$ cat src/rtl/nbc_pkg.sv
package nbc_pkg;
  localparam int unsigned NBC_W = 3;
  typedef logic [NBC_W-1:0] nbc_code_t;

  localparam nbc_code_t NBC_RESET_CODE = 3'b000;
  localparam nbc_code_t NBC_IDLE_A     = 3'b001;
  localparam nbc_code_t NBC_IDLE_B     = 3'b100;
  localparam nbc_code_t NBC_IDLE_C     = 3'b111;

  localparam int unsigned NBC_BIT_C = 2;
  localparam int unsigned NBC_BIT_B = 1;
  localparam int unsigned NBC_BIT_A = 0;
endpackage

$ cat src/rtl/nbc_rst_sync.sv
module nbc_rst_sync #(
  parameter int unsigned STAGES = 2
) (
  input  logic clk_i,
  input  logic rst_ni,
  output logic rst_sync_no
);
  localparam int unsigned LAST = STAGES - 1;

  logic [STAGES-1:0] chain_q;
  logic [STAGES-1:0] chain_d;

  always_comb begin
    chain_d = {chain_q[LAST-1:0], 1'b1};
  end

  always_ff @(posedge clk_i or negedge rst_ni) begin
    if (!rst_ni) begin
      chain_q <= '0;
    end else begin
      chain_q <= chain_d;
    end
  end

  assign rst_sync_no = chain_q[LAST];
endmodule

$ cat src/rtl/nbc_toggle_logic.sv
module nbc_toggle_logic
  import nbc_pkg::*;
(
  input  nbc_code_t state_i,
  output nbc_code_t toggle_o
);
  logic c, b, a;
  logic low_half_odd;

  always_comb begin
    c = state_i[NBC_BIT_C];
    b = state_i[NBC_BIT_B];
    a = state_i[NBC_BIT_A];
    low_half_odd = ~c & (b ^ a);
    toggle_o = '0;
    toggle_o[NBC_BIT_A] = low_half_odd | (c & ~b);
    toggle_o[NBC_BIT_B] = ~low_half_odd;
    toggle_o[NBC_BIT_C] = (~c & a) | (c & b);
  end
endmodule

$ cat src/rtl/nbc_tff_bank.sv
module nbc_tff_bank #(
  parameter int unsigned WIDTH = 3
) (
  input  logic             clk_i,
  input  logic             rst_ni,
  input  logic             count_i,
  input  logic             load_i,
  input  logic [WIDTH-1:0] load_val_i,
  input  logic [WIDTH-1:0] toggle_i,
  output logic [WIDTH-1:0] q_o
);
  logic [WIDTH-1:0] q_q;
  logic [WIDTH-1:0] q_d;

  for (genvar i = 0; i < WIDTH; i++) begin : g_bit
    always_comb begin
      if (load_i) begin
        q_d[i] = load_val_i[i];
      end else if (count_i) begin
        q_d[i] = q_q[i] ^ toggle_i[i];
      end else begin
        q_d[i] = q_q[i];
      end
    end

    always_ff @(posedge clk_i or negedge rst_ni) begin
      if (!rst_ni) begin
        q_q[i] <= 1'b0;
      end else begin
        q_q[i] <= q_d[i];
      end
    end
  end

  assign q_o = q_q;
endmodule

$ cat src/rtl/nbc_valid_decode.sv
module nbc_valid_decode
  import nbc_pkg::*;
(
  input  nbc_code_t state_i,
  output logic      valid_o
);
  always_comb begin
    unique case (state_i)
      NBC_IDLE_A, NBC_IDLE_B, NBC_IDLE_C: valid_o = 1'b0;
      default:                            valid_o = 1'b1;
    endcase
  end
endmodule

$ cat src/rtl/nbc_counter.sv
module nbc_counter
  import nbc_pkg::*;
(
  input  logic       clk_i,
  input  logic       rst_ni,
  input  logic       count_i,
  input  logic       load_i,
  input  logic [2:0] load_val_i,
  output logic [2:0] state_o,
  output logic       valid_o
);
  localparam int unsigned SYNC_STAGES = 2;

  logic      rst_int_n;
  nbc_code_t state_q;
  nbc_code_t toggle;

  nbc_rst_sync #(.STAGES(SYNC_STAGES)) u_rst_sync (
    .clk_i       (clk_i),
    .rst_ni      (rst_ni),
    .rst_sync_no (rst_int_n)
  );

  nbc_toggle_logic u_toggle (
    .state_i  (state_q),
    .toggle_o (toggle)
  );

  nbc_tff_bank #(.WIDTH(NBC_W)) u_bank (
    .clk_i      (clk_i),
    .rst_ni     (rst_int_n),
    .count_i    (count_i),
    .load_i     (load_i),
    .load_val_i (load_val_i),
    .toggle_i   (toggle),
    .q_o        (state_q)
  );

  nbc_valid_decode u_valid (
    .state_i (state_q),
    .valid_o (valid_o)
  );

  assign state_o = state_q;
endmodule

$ cat config.mk
export PLATFORM = sky130hd
export DESIGN_NAME = nbc_counter
export DESIGN_NICKNAME = d
export VERILOG_FILES = /design/src/rtl/nbc_pkg.sv /design/src/rtl/nbc_rst_sync.sv /design/src/rtl/nbc_toggle_logic.sv /design/src/rtl/nbc_tff_bank.sv /design/src/rtl/nbc_valid_decode.sv /design/src/rtl/nbc_counter.sv
export SDC_FILE = /design/constraint.sdc
export NUM_CORES = 1
export LEC_CHECK = 0
export BUFFER_PORTS_ARGS = -buffer_cell sky130_fd_sc_hd__buf_2
export CAP_MARGIN = 20
export CORE_AREA = 4 4 41 43
export DETAILED_ROUTE_END_ITERATION = 6
export DIE_AREA = 0 0 45 47
export GPL_TIMING_DRIVEN = 1
export PLACE_DENSITY = 0.41
export REMOVE_ABC_BUFFERS = 1
export SLEW_MARGIN = 25
export SYNTH_ARGS = -nofsm -noshare
export SYNTH_HDL_FRONTEND = slang
export SYNTH_SLANG_ARGS = --single-unit
$ cat constraint.sdc
create_clock -name clk_i -period 1.21 [get_ports clk_i]
set_clock_uncertainty 0.1 [all_clocks]
set_input_delay 0.0605 -clock clk_i [delete_from_list [all_inputs] [get_ports clk_i]]
set_output_delay 0.0605 -clock clk_i [all_outputs]
set_load 0.01 [all_outputs]
==> results list, run 1 <==
- For this design the ratio of total power to cell area is 1250 mW/mm^2.
- Across the run, the number of max-cap violations was 0.
- Violations in the final reports: negative setup slack
- Longest individual stage delay on the worst path: around 0.39 ns
* Most common flop cell mapped by yosys: dfrtp_1
- Initial core utilization: 22.8%
- From bottom edge to top edge, the die measures 47 microns.
* Synth-to-layout area growth: 80.2%
- The first routing iteration left 2 violations.
* Latest clock arrival within the worst-skew pair: 0.24 ns
* Number of warnings reported in the yosys synthesis log: 0
- The critical path contains buffers and inverters numbering 2 combined.
* Weighted congestion reported at the end of routability-driven placement: 0.694
- Combined area of the multi-input logic cells: ~200 sq um
- Library cell used as clock root buffer: clkbuf_4
* Critical Path RT: 1.05 ns
* Count of endpoints failing hold in the final timing report: 0
- Setup repair after global routing missed its margin: yes
- Wirelength, routed: 751 microns
- In the final design database the tool counted 64 nets.
* Detailed-route via count: 307
- Fin crit share: 116%
- TritonCTS built the clock tree.
- Area used by sequential logic in the layout: 125 sq um
* Fin worst setup slack: -0.188 ns
- Setup violations remaining at the end of the flow were counted as 4.
- Post-synthesis cell type count: 18
- Top achievable clock speed: 0.715 GHz
* Worst r2r path cells: 4
- For this design the static power due to leakage is 0.247 nW.
* Fraction of registers with async set/reset: 100%
- Drt wl/cell: approximately 11 microns
- Cell depth of the worst setup path: 6
- The number of antenna violations at the first check in global routing came to 0.
- Data arrival at the endpoint of the critical path: 1.24 ns
* Summed negative setup slack over all endpoints: -0.414 ns
* Register bit count reported by yosys: 5
- The die covers 0.00212 sq mm.
- Run status: finished with violations
* Origin of the critical flop-to-flop path: u_bank.q_o[1]
* Sequential cell area fraction in the yosys report: 42.2%
- The average instance in the mapped netlist occupies 10.6 sq um.
* Detailed-route vias per instance: 4.51
- The first global-routing pass estimated between 1000 and 1500 microns of wire.
- Via count of the first global-routing pass: 307
- The critical path starts at u_bank.q_o[1].
- During I/O placement, the number of pins put on the boundary was 11.
* Buffers from clock root to sink, at most: 2
- Cell type group with the largest total delay on the critical path: flip-flops
* Detailed-route DRC error count: 0
- Counting instances in the post-synthesis netlist gives the leading cell types as dfrtp_1 (5), a21oi_1 (3), ha_1 (3), inv_1 (3).
- Across the VDD grid, the largest voltage drop is just under 0.6 mV.
- Startpoint class of the critical path: flop
- Entering global routing, the biggest net connects 9 pins.
* Placed cell areas: 403 sq um
- GRT Total Usage: 8.34%
- In this run the worst path has a maximum fanout of 4.
* Post-route ant nets: 0
- On the critical path, the stage with the largest delay is an instance of dfrtp_1.
- Time the worst path needs with I/O delays and setup: about 1.4 ns
- Share of final-layout standard cells stronger than drive strength 1: 47.2%
- Area contributors post-synth: dfrtp_1 (42%), ha_1 (13%), a21oi_1 (5.1%), a2111oi_2 (5.1%), nand2b_4 (4.6%)
- For this design, the sink count on the clock tree is 5.
* Slew Viols, Final: 0
- Synthesis produced a netlist whose cell count is 28.
- The pre-antenna-repair detailed-routing pass consisted of 4 iterations.
- Clock transition at the register clock pins on the worst setup and hold paths after CTS: ~0.040 ns
* Die Width: approximately 45 microns
* Cts bufs inserted: 3
* # diodes: 0
* Layout filler cell count: 139
- The most common cell in the synthesized netlist is dfrtp_1.
- The total overflow left after global routing is 0.
* Crit path kind: reg2out
* Number of buffers inserted by port buffering: 10
- Summing all non-filler instances in the final layout gives an area of between 500 and 600 sq um.
- Area of the core: between 0.001 and 0.0015 sq mm
- Share of the synthesized area in the top cell type: 42.2%
- The mapped netlist covers around 300 sq um.
* Biggest area consumer among synthesized cells: dfrtp_1
* Dpl hpwl: 544 microns
- Worst-path cell chain: buf_6 > ha_4 > nor2_2 > nand2_1 > o21ai_1 > buf_2
* Worst min-delay path category: in2async
- Crit end category: primary output
- In this run the core area contains 13 standard-cell rows.
- The synthesized design contains 0 enable-type register cells.
* CTS H-Tree Depth: 1
[registers in the layout (all words and copies together) (netlist names)]
| name | flops |
|---|---|
| u_bank.q_o | 3 |
| u_rst_sync.chain_q | 2 |
[stage by stage]
stage	worst slack, ns	utilization (%)	std cells	power, mW	hold slack, ns
2_1_floorplan	-0.337	-	28	0.313	-0.335
3_3_place_gp	-0.173	31.0	58	0.404	-0.254
3_5_place_dp	-0.209	31.0	58	0.408	-0.251
4_1_cts	-0.217	40.9	68	0.676	0.0331
5_1_grt	-0.286	41.1	68	0.724	0.0259
6_report	-0.188	41.1	68	0.668	0.0405
[cells by family (layout without fill, tap and decap cells)]
family	after synthesis	after routing	synth area share (%)
AO/OA/AOI/OAI	9	9	22.8
adder cells (fa/ha/maj)	3	3	12.7
buffers and inverters	3	28	3.80
flip-flops	5	5	42.2
other	1	1	1.26
AND/OR/NAND/NOR	7	7	17.3
[cell type report]
| type | instances | share of cell area, % |
|---|---|---|
| Tap cell | 15 | 3.51 |
| Timing Repair Buffer | 21 | 28.6 |
| Sequential cell | 5 | 23.4 |
| Inverter | 3 | 2.11 |
| Multi-Input combinational cell | 20 | 37.5 |
| Clock buffer | 4 | 4.92 |
[repair_timing]
action                     in CTS  in global routing
gates resized for setup         8                  1
hold buffers                    5                  0
hold endpoints to repair        8                  0
buffers inserted                1                  0
setup endpoints to repair       3                  4
pin swaps                       4                  0
[final timing paths]
kind	end	slack [ns]
max	valid_o	-0.19
min	u_rst_sync.chain_q[1]	0.04
max reg2reg	u_bank.q_o[0]	-0.15
min reg2reg	u_rst_sync.chain_q[1]	0.26
max in group asynchronous	u_bank.q_o[2]	0.39
min in group clk_i	u_bank.q_o[2]	0.06
[per-layer routing]
| layer | up-vias | global-route usage, % | wire length, microns |
|---|---|---|---|
| met4 | 0 | 1.75 | 0 |
| met2 | 6 | 15.0 | 394 |
| met5 | - | 0 | 0 |
| met3 | 0 | 4.60 | 47 |
| met1 | 149 | 8.55 | 309 |
| li1 | 152 | - | - |
[layout by cell type (no fill, tap or decap), drive strengths merged]
| cell type | instances |
|---|---|
| a2111oi | 1 |
| a21o | 1 |
| a21oi | 3 |
| a22o | 1 |
| a311oi | 1 |
| buf | 16 |
| clkbuf | 4 |
| conb | 1 |
| dfrtp | 5 |
| dlygate4sd3 | 5 |
| ha | 3 |
| inv | 3 |
| nand2 | 1 |
| nand2b | 2 |
| nand3b | 1 |
| nand4b | 1 |
| nor2 | 1 |
| nor3b | 1 |
| o211ai | 1 |
| o21ai | 1 |
[power breakdown]
part | switching (mW) | total [mW] | internal, mW
Sequential | 0.0114 | 0.198 | 0.186
Combinational | 0.133 | 0.282 | 0.149
Clock | 0.0638 | 0.188 | 0.124
Total | 0.208 | 0.668 | 0.460
Power figures use the tool's default switching activity.
==> run 2: changes to the inputs <==
- CTS_BUF_LIST: unset -> sky130_fd_sc_hd__clkbuf_4 sky130_fd_sc_hd__clkbuf_8
==> run 2 against run 1 <==
  * The flow still finishes with violations (negative setup slack)
  * Final cell count is the same
  * Global-route usage shrank 0.33 points
  * Core utilization grew 0.29 points
  * Hold slack lost 0.0031 ns
  * Clock power grew 12%
  * Wire length shrank 3.1%
  * Sequential share of layout area shrank 0.16 points
  * Register-to-register slack is essentially flat
  * Critical path type unchanged
==> results list, run 2 (synthesis gave the netlist of run 1 again) <==
- Run status: finished with violations
- The checks that failed: negative setup slack.
- Slew Viols, Final: 0
- Initial detailed-routing violation count: 2
* Share of final-layout standard cells stronger than drive strength 1: 49.1%
* Number of detailed-route iterations in the first pass: 3
* DIE HEIGHT: ~47 microns
- Dpl hpwl: 544 microns
* I/O pin count: 11
* Critical Path Source: u_bank.q_o[1]
* Setup repair after global routing missed its margin: yes
- Buffers from clock root to sink, at most: 2
- Global routing finished with a remaining overflow of 0.
- In the final design database the tool counted 64 nets.
- In this run the static leakage power is 0.251 nW.
* Wirelength, routed: 728 microns
- Measured in cells, the most critical reg-to-reg path has a length of 4.
- Startpoint class of the critical path: flop
- Row generation in the floorplan step produced 13 rows.
- At the worst endpoint, the required time is 1.05 ns.
- Register-to-register setup slack: -0.15 ns
- Reg2reg end: u_bank.q_o[0]
* Detailed-route vias per instance: roughly 4.5
- Global-route wire length before repair: between 1000 and 1500 microns
- STA puts the critical path data arrival time at 1.24 ns.
- After routing the design area is 538 sq um.
- Setup violations remaining at the end of the flow were counted as 4.
- The initial utilization of the core area, before any placement, comes to 22.8%.
- The placed instances occupy a cell area of 403 sq um.
* Fin crit share: 116%
- The startpoint identified for the worst register-to-register timing path is u_bank.q_o[1].
- At the later pin of the worst-skew pair, clock insertion delay measures 0.24 ns.
* Count of endpoints failing hold in the final timing report: 0
- Library cell used as clock root buffer: clkbuf_4
- The tightest hold path in the finished design has a slack of 0.0374 ns.
- Crit end category: primary output
- The final route contains between 300 and 400 vias.
- Maximum net fanout on the critical path: 4
* Synth-to-layout area growth: 81.4%
- In this run the worst hold path is classified as in2async.
- Counting the buffers created by CTS gives 3.
- Power density normalized to cell area: 1280 mW/mm^2
- Clock tree from TritonCTS: yes
- VDD sags by at most 0.760 mV.
- 0 antenna diodes ended up in the layout.
- Total power for the finished layout comes to about 0.69 mW.
- Counting the fill cells in the layout gives 139.
- CTS built an H-tree with a depth of 1.
- After detailed routing, the number of remaining DRC violations is 0.
- Worst-path cell chain: buf_6 > ha_4 > nor2_2 > nand2_1 > o21ai_1 > buf_2
* Most frequent cells in the layout: buf_2 (10), dlygate4sd3_1 (5), dfrtp_1 (5)
- For this run, the slowest stage of the critical path takes 0.39 ns.
- Worst Setup EP: valid_o
* Number of buffers inserted by port buffering: 10
* Largest net degree at the start of global routing: 9
- Static timing analysis puts the maximum clock frequency at slightly above 0.7 GHz.
- The number of antenna violations at the first check in global routing is 0.
* Weighted congestion reported at the end of routability-driven placement: 0.694
* Fin worst setup slack: -0.188 ns
- Slowest stage cell, crit path: dfrtp_1
- Die Area: 0.00212 sq mm
- Drt wl/cell: 10.7 microns
- The critical path is of the reg2out type.
- Once detail routing completed, the nets flagged for antenna violations numbered 0.
- Number of flip-flops in the largest register: 3
- Clock-pin slew was measured on the worst setup and hold paths at 0.04 ns.
* Time the worst path needs with I/O delays and setup: 1.40 ns
- In this run the standard cell core region covers 0.00130 sq mm.
- From left edge to right edge, the die measures 45 microns.
* GRT Total Usage: between 8 and 9%
- Max-cap violations in this run came to 0.
- The library cell used most frequently in the layout, excluding fill and tap cells, is buf_2.
- The tree built by TritonCTS fans out to 5 sinks.
* Via count of the first global-routing pass: 306
-- run 2: worst min path at each step --
stage / slack [ns] / depth (start not counted) / start / to
after floorplan: -0.34 / 0 / rst_ni / u_rst_sync.chain_q[0]
after global placement: -0.25 / 1 / rst_ni / u_rst_sync.chain_q[0]
after detailed placement: -0.25 / 1 / rst_ni / u_rst_sync.chain_q[0]
after CTS: 0.03 / 2 / rst_ni / u_rst_sync.chain_q[0]
after global routing: 0.04 / 2 / rst_ni / u_rst_sync.chain_q[1]
final: 0.04 / 2 / rst_ni / u_rst_sync.chain_q[1]
-- run 2: report_power, final --
part           leakage, nW  switching (mW)  internal, mW
registers           0.0591          0.0113         0.186
clock network       0.0184          0.0642         0.147
logic                0.173           0.133         0.149
-- run 2: worst max-delay path, delay by kind of cell (launching register included) --
kind / cells / cell delay [ns]
AOI/OAI and AO/OA: 1 / 0.07
adders and majority gates: 1 / 0.15
buffers and inverters: 2 / 0.29
and+or+nand+nor: 2 / 0.12
DFF: 1 / 0.39
-- run 2: stage by stage --
| step | instances | utilization [%] | setup WS (ns) | setup TNS, ns |
|---|---|---|---|---|
| after global placement | 58 | 31.0 | -0.173 | -0.196 |
| after floorplan | 28 | - | -0.337 | -0.337 |
| after global routing | 68 | 41.3 | -0.286 | -0.690 |
| after detailed placement | 58 | 31.0 | -0.209 | -0.255 |
| after CTS | 68 | 41.2 | -0.217 | -0.470 |
| final | 68 | 41.3 | -0.188 | -0.416 |
-- run 2: final cells by class --
cell class | instances | area (sq um) | share of cell area (%)
inverters | 3 | 11.3 | 2.09
clock buffers | 4 | 30.0 | 5.58
multi-input cells | 20 | 200 | 37.2
repair buffers | 21 | 153 | 28.4
flip-flops and latches | 5 | 125 | 23.3
well taps | 15 | 18.8 | 3.49
-- run 2: layer usage --
metal  share of wire [%]  track usage (%)  vias up  routed length (microns)
li1                    -                -      152                        -
met1                  42             8.51      147                      308
met2                  51             13.8        6                      372
met3                 6.5             4.60        0                       47
met4                   0             1.75        0                        0
met5                   0                0        -                        0
-- run 2: timing repair --
action                     CTS  global route
pin swaps                    4             0
gates resized for setup      8             1
buffers inserted             1             0
setup endpoints to repair    3             4
hold endpoints to repair     8             0
hold buffers                 5             0
==> run 3: changes to the inputs <==
- RECOVER_POWER: unset -> 25
==> run 3 against run 2 <==
  * The run still ends with negative setup slack left
  * Core utilization decreased by 0.096 points
  * Global-route usage unchanged
  * Flip-flop and latch count unchanged
  * First-iteration DRC count unchanged
  * Critical path type unchanged
  * Final cell count unchanged
  * Sequential power about the same
  * Highest routed layer unchanged
==> results list, run 3 (synthesis gave the netlist of run 1 again) <==
- Number of clock sinks: 5
* Worst min-delay path category: in2async
* Via count of the first global-routing pass: around 300
- The worst path in the final design needs a cycle of 1.40 ns, including I/O delays and setup.
- Share of final-layout standard cells stronger than drive strength 1: 47.2%
- Wires add up to around 730 microns.
- Placement Rows: 13
- GRT Total Usage: 8.01%
* Clock tree from TritonCTS: yes
- Initial detailed-routing violation count: 2
* DIE HEIGHT: 47 microns
- The die is between 40 and 50 microns wide.
* Clock Power Share: 30.6%
* Fin worst setup slack: -0.188 ns
- Critical Path RT: between 1 and 1.5 ns
- Crit path kind: reg2out
* Detailed-route via count: 306
- For this run, design rule violations remaining after detail routing come to 0.
- Across the run, the number of max-cap violations was 0.
- Sequential group share of total power: between 20% and 30%
- Global routing finished with a remaining overflow of 0.
- After detailed placement, the design holds a cell count of between 50 and 60.
- Final Instance Count excl. Fillers: 68
- Global-route wire length before repair: about 1200 microns
- Final core utilization: 41.3%
- Area of the core: roughly 0.0013 sq mm
- Leaving out fill and tap cells, the most frequent cell in the layout is buf_2.
- The die covers roughly 0.0021 sq mm.
* Number of detailed-route iterations in the first pass: 3
- Data arrival at the endpoint of the critical path: 1.24 ns
- Timing would allow up to 0.715 GHz.
- Dpl hpwl: 544 microns
- Number of buffers inserted by port buffering: 10
- Largest net degree at the start of global routing: 9
- Compared with the post-synthesis result, the final layout area differs by 81.0%.
- Buffers inserted during clock tree synthesis total 3.
* Slew Viols, Final: 0
- After detailed routing, the number of vias per cell comes to 4.50.
* I/O pin count: 11
* Nets@finish: between 60 and 70
- Fin crit share: 116%
- Maximum net fanout on the critical path: 4
- Sw frac: 30.1%
- Drt wl/cell: 10.7 microns
- Latest clock arrival within the worst-skew pair: 0.24 ns
- Setup violations remaining at the end of the flow were counted as 4.
- The count of nets left with antenna violations once routing finished came out at 0.
* Weighted congestion reported at the end of routability-driven placement: 0.694
- Placed cell areas: just over 400 sq um
- The finished cells cover 537 sq um.
- The worst setup path is launched from a flop.
- Number of antenna violations at the first check in global routing: 0
- Library cell used as clock root buffer: clkbuf_4
- 0 antenna diodes ended up in the layout.
- Clock transition at the register clock pins on the worst setup and hold paths after CTS: 0.04 ns
- Summed negative setup slack over all endpoints: -0.415 ns
* Power density normalized to cell area: 1290 mW/mm^2
* Buffers from clock root to sink, at most: 2
* Run status: finished with violations
- The final hold violation count was 0.
- Crit end category: primary output
- Number of flip-flops in the largest register: 3
- The internal power of the cells totals between 0.4 and 0.5 mW.
* Setup repair after global routing missed its margin: yes
- Across the VDD grid, the largest voltage drop is between 0.7 and 0.8 mV.
- The analysis attributes to cell leakage a power of around 0.25 nW.
* Relative contribution of combinational cells to total power: 40.8%
- Violations in the final reports: negative setup slack
* Psw: 0.208 mW
- For this configuration, the core starts out at a cell density of 22.8%.
- CTS H-Tree Depth: 1
- The top cell types in the final layout, fill and taps aside, are buf_2 (9), dlygate4sd3_1 (5), dfrtp_1 (5).
[run 3: path summary, 6_finish.rpt]
path / cells past startpoint / slack (ns) / to / startpoint
hold / removal: 2 / 0.04 / u_rst_sync.chain_q[0] / rst_ni
hold reg to reg: 0 / 0.24 / u_rst_sync.chain_q[1] / u_rst_sync.chain_q[0]
min in group clk_i: 2 / 0.06 / u_bank.q_o[2] / load_i
max in group asynchronous: 1 / 0.39 / u_bank.q_o[2] / u_rst_sync.chain_q[1]
setup / recovery: 6 / -0.19 / valid_o / u_bank.q_o[1]
setup reg to reg: 4 / -0.15 / u_bank.q_o[0] / u_bank.q_o[1]
[run 3: layout make-up]
class                   count  area [sq um]
inverters                   3          11.3
multi-input cells          20           200
fillers                   140           764
clock buffers               4          30.0
well taps                  15          18.8
repair buffers             21           151
flip-flops and latches      5           125
[run 3: metrics by stage]
stage	worst slack, ns	hold slack (ns)	total power, mW
3_5_place_dp	-0.209	-0.251	0.408
5_1_grt	-0.286	0.0508	0.742
3_3_place_gp	-0.173	-0.254	0.404
2_1_floorplan	-0.337	-0.335	0.313
4_1_cts	-0.217	0.0307	0.699
6_report	-0.188	0.0382	0.690
[run 3: power by group through the flow]
stage | Clock (mW) | Sequential, mW | Combinational, mW
final | 0.211 | 0.198 | 0.282
after global routing | 0.236 | 0.199 | 0.307
after CTS | 0.226 | 0.198 | 0.275
after detailed placement | 0 | 0.199 | 0.209
after global placement | 0 | 0.199 | 0.205
after floorplan | 0 | 0.222 | 0.0908
[run 3: metal layers]
metal	GRT usage, %	vias up	routed length [microns]
li1	-	152	-
met2	13.8	6	372
met5	0	-	0
met4	1.75	0	0
met3	4.60	0	47
met1	8.51	148	307
[run 3: worst max-delay path: stages, from the launching register on]
cell and delay, ns:
dfrtp_1 0.39, buf_6 0.14, ha_4 0.15, nor2_2 0.07, nand2_1 0.05, o21ai_1 0.07
buf_2 0.15
[run 3: what timing repair did]
| action | CTS | global route |
|---|---|---|
| endpoints found under the hold margin | 8 | 0 |
| gates cloned | 0 | 0 |
| hold buffers | 5 | 0 |
| resized for setup | 8 | 1 |
| endpoints found under the setup margin | 3 | 4 |
| setup buffers | 1 | 0 |
| pin swaps | 4 | 0 |
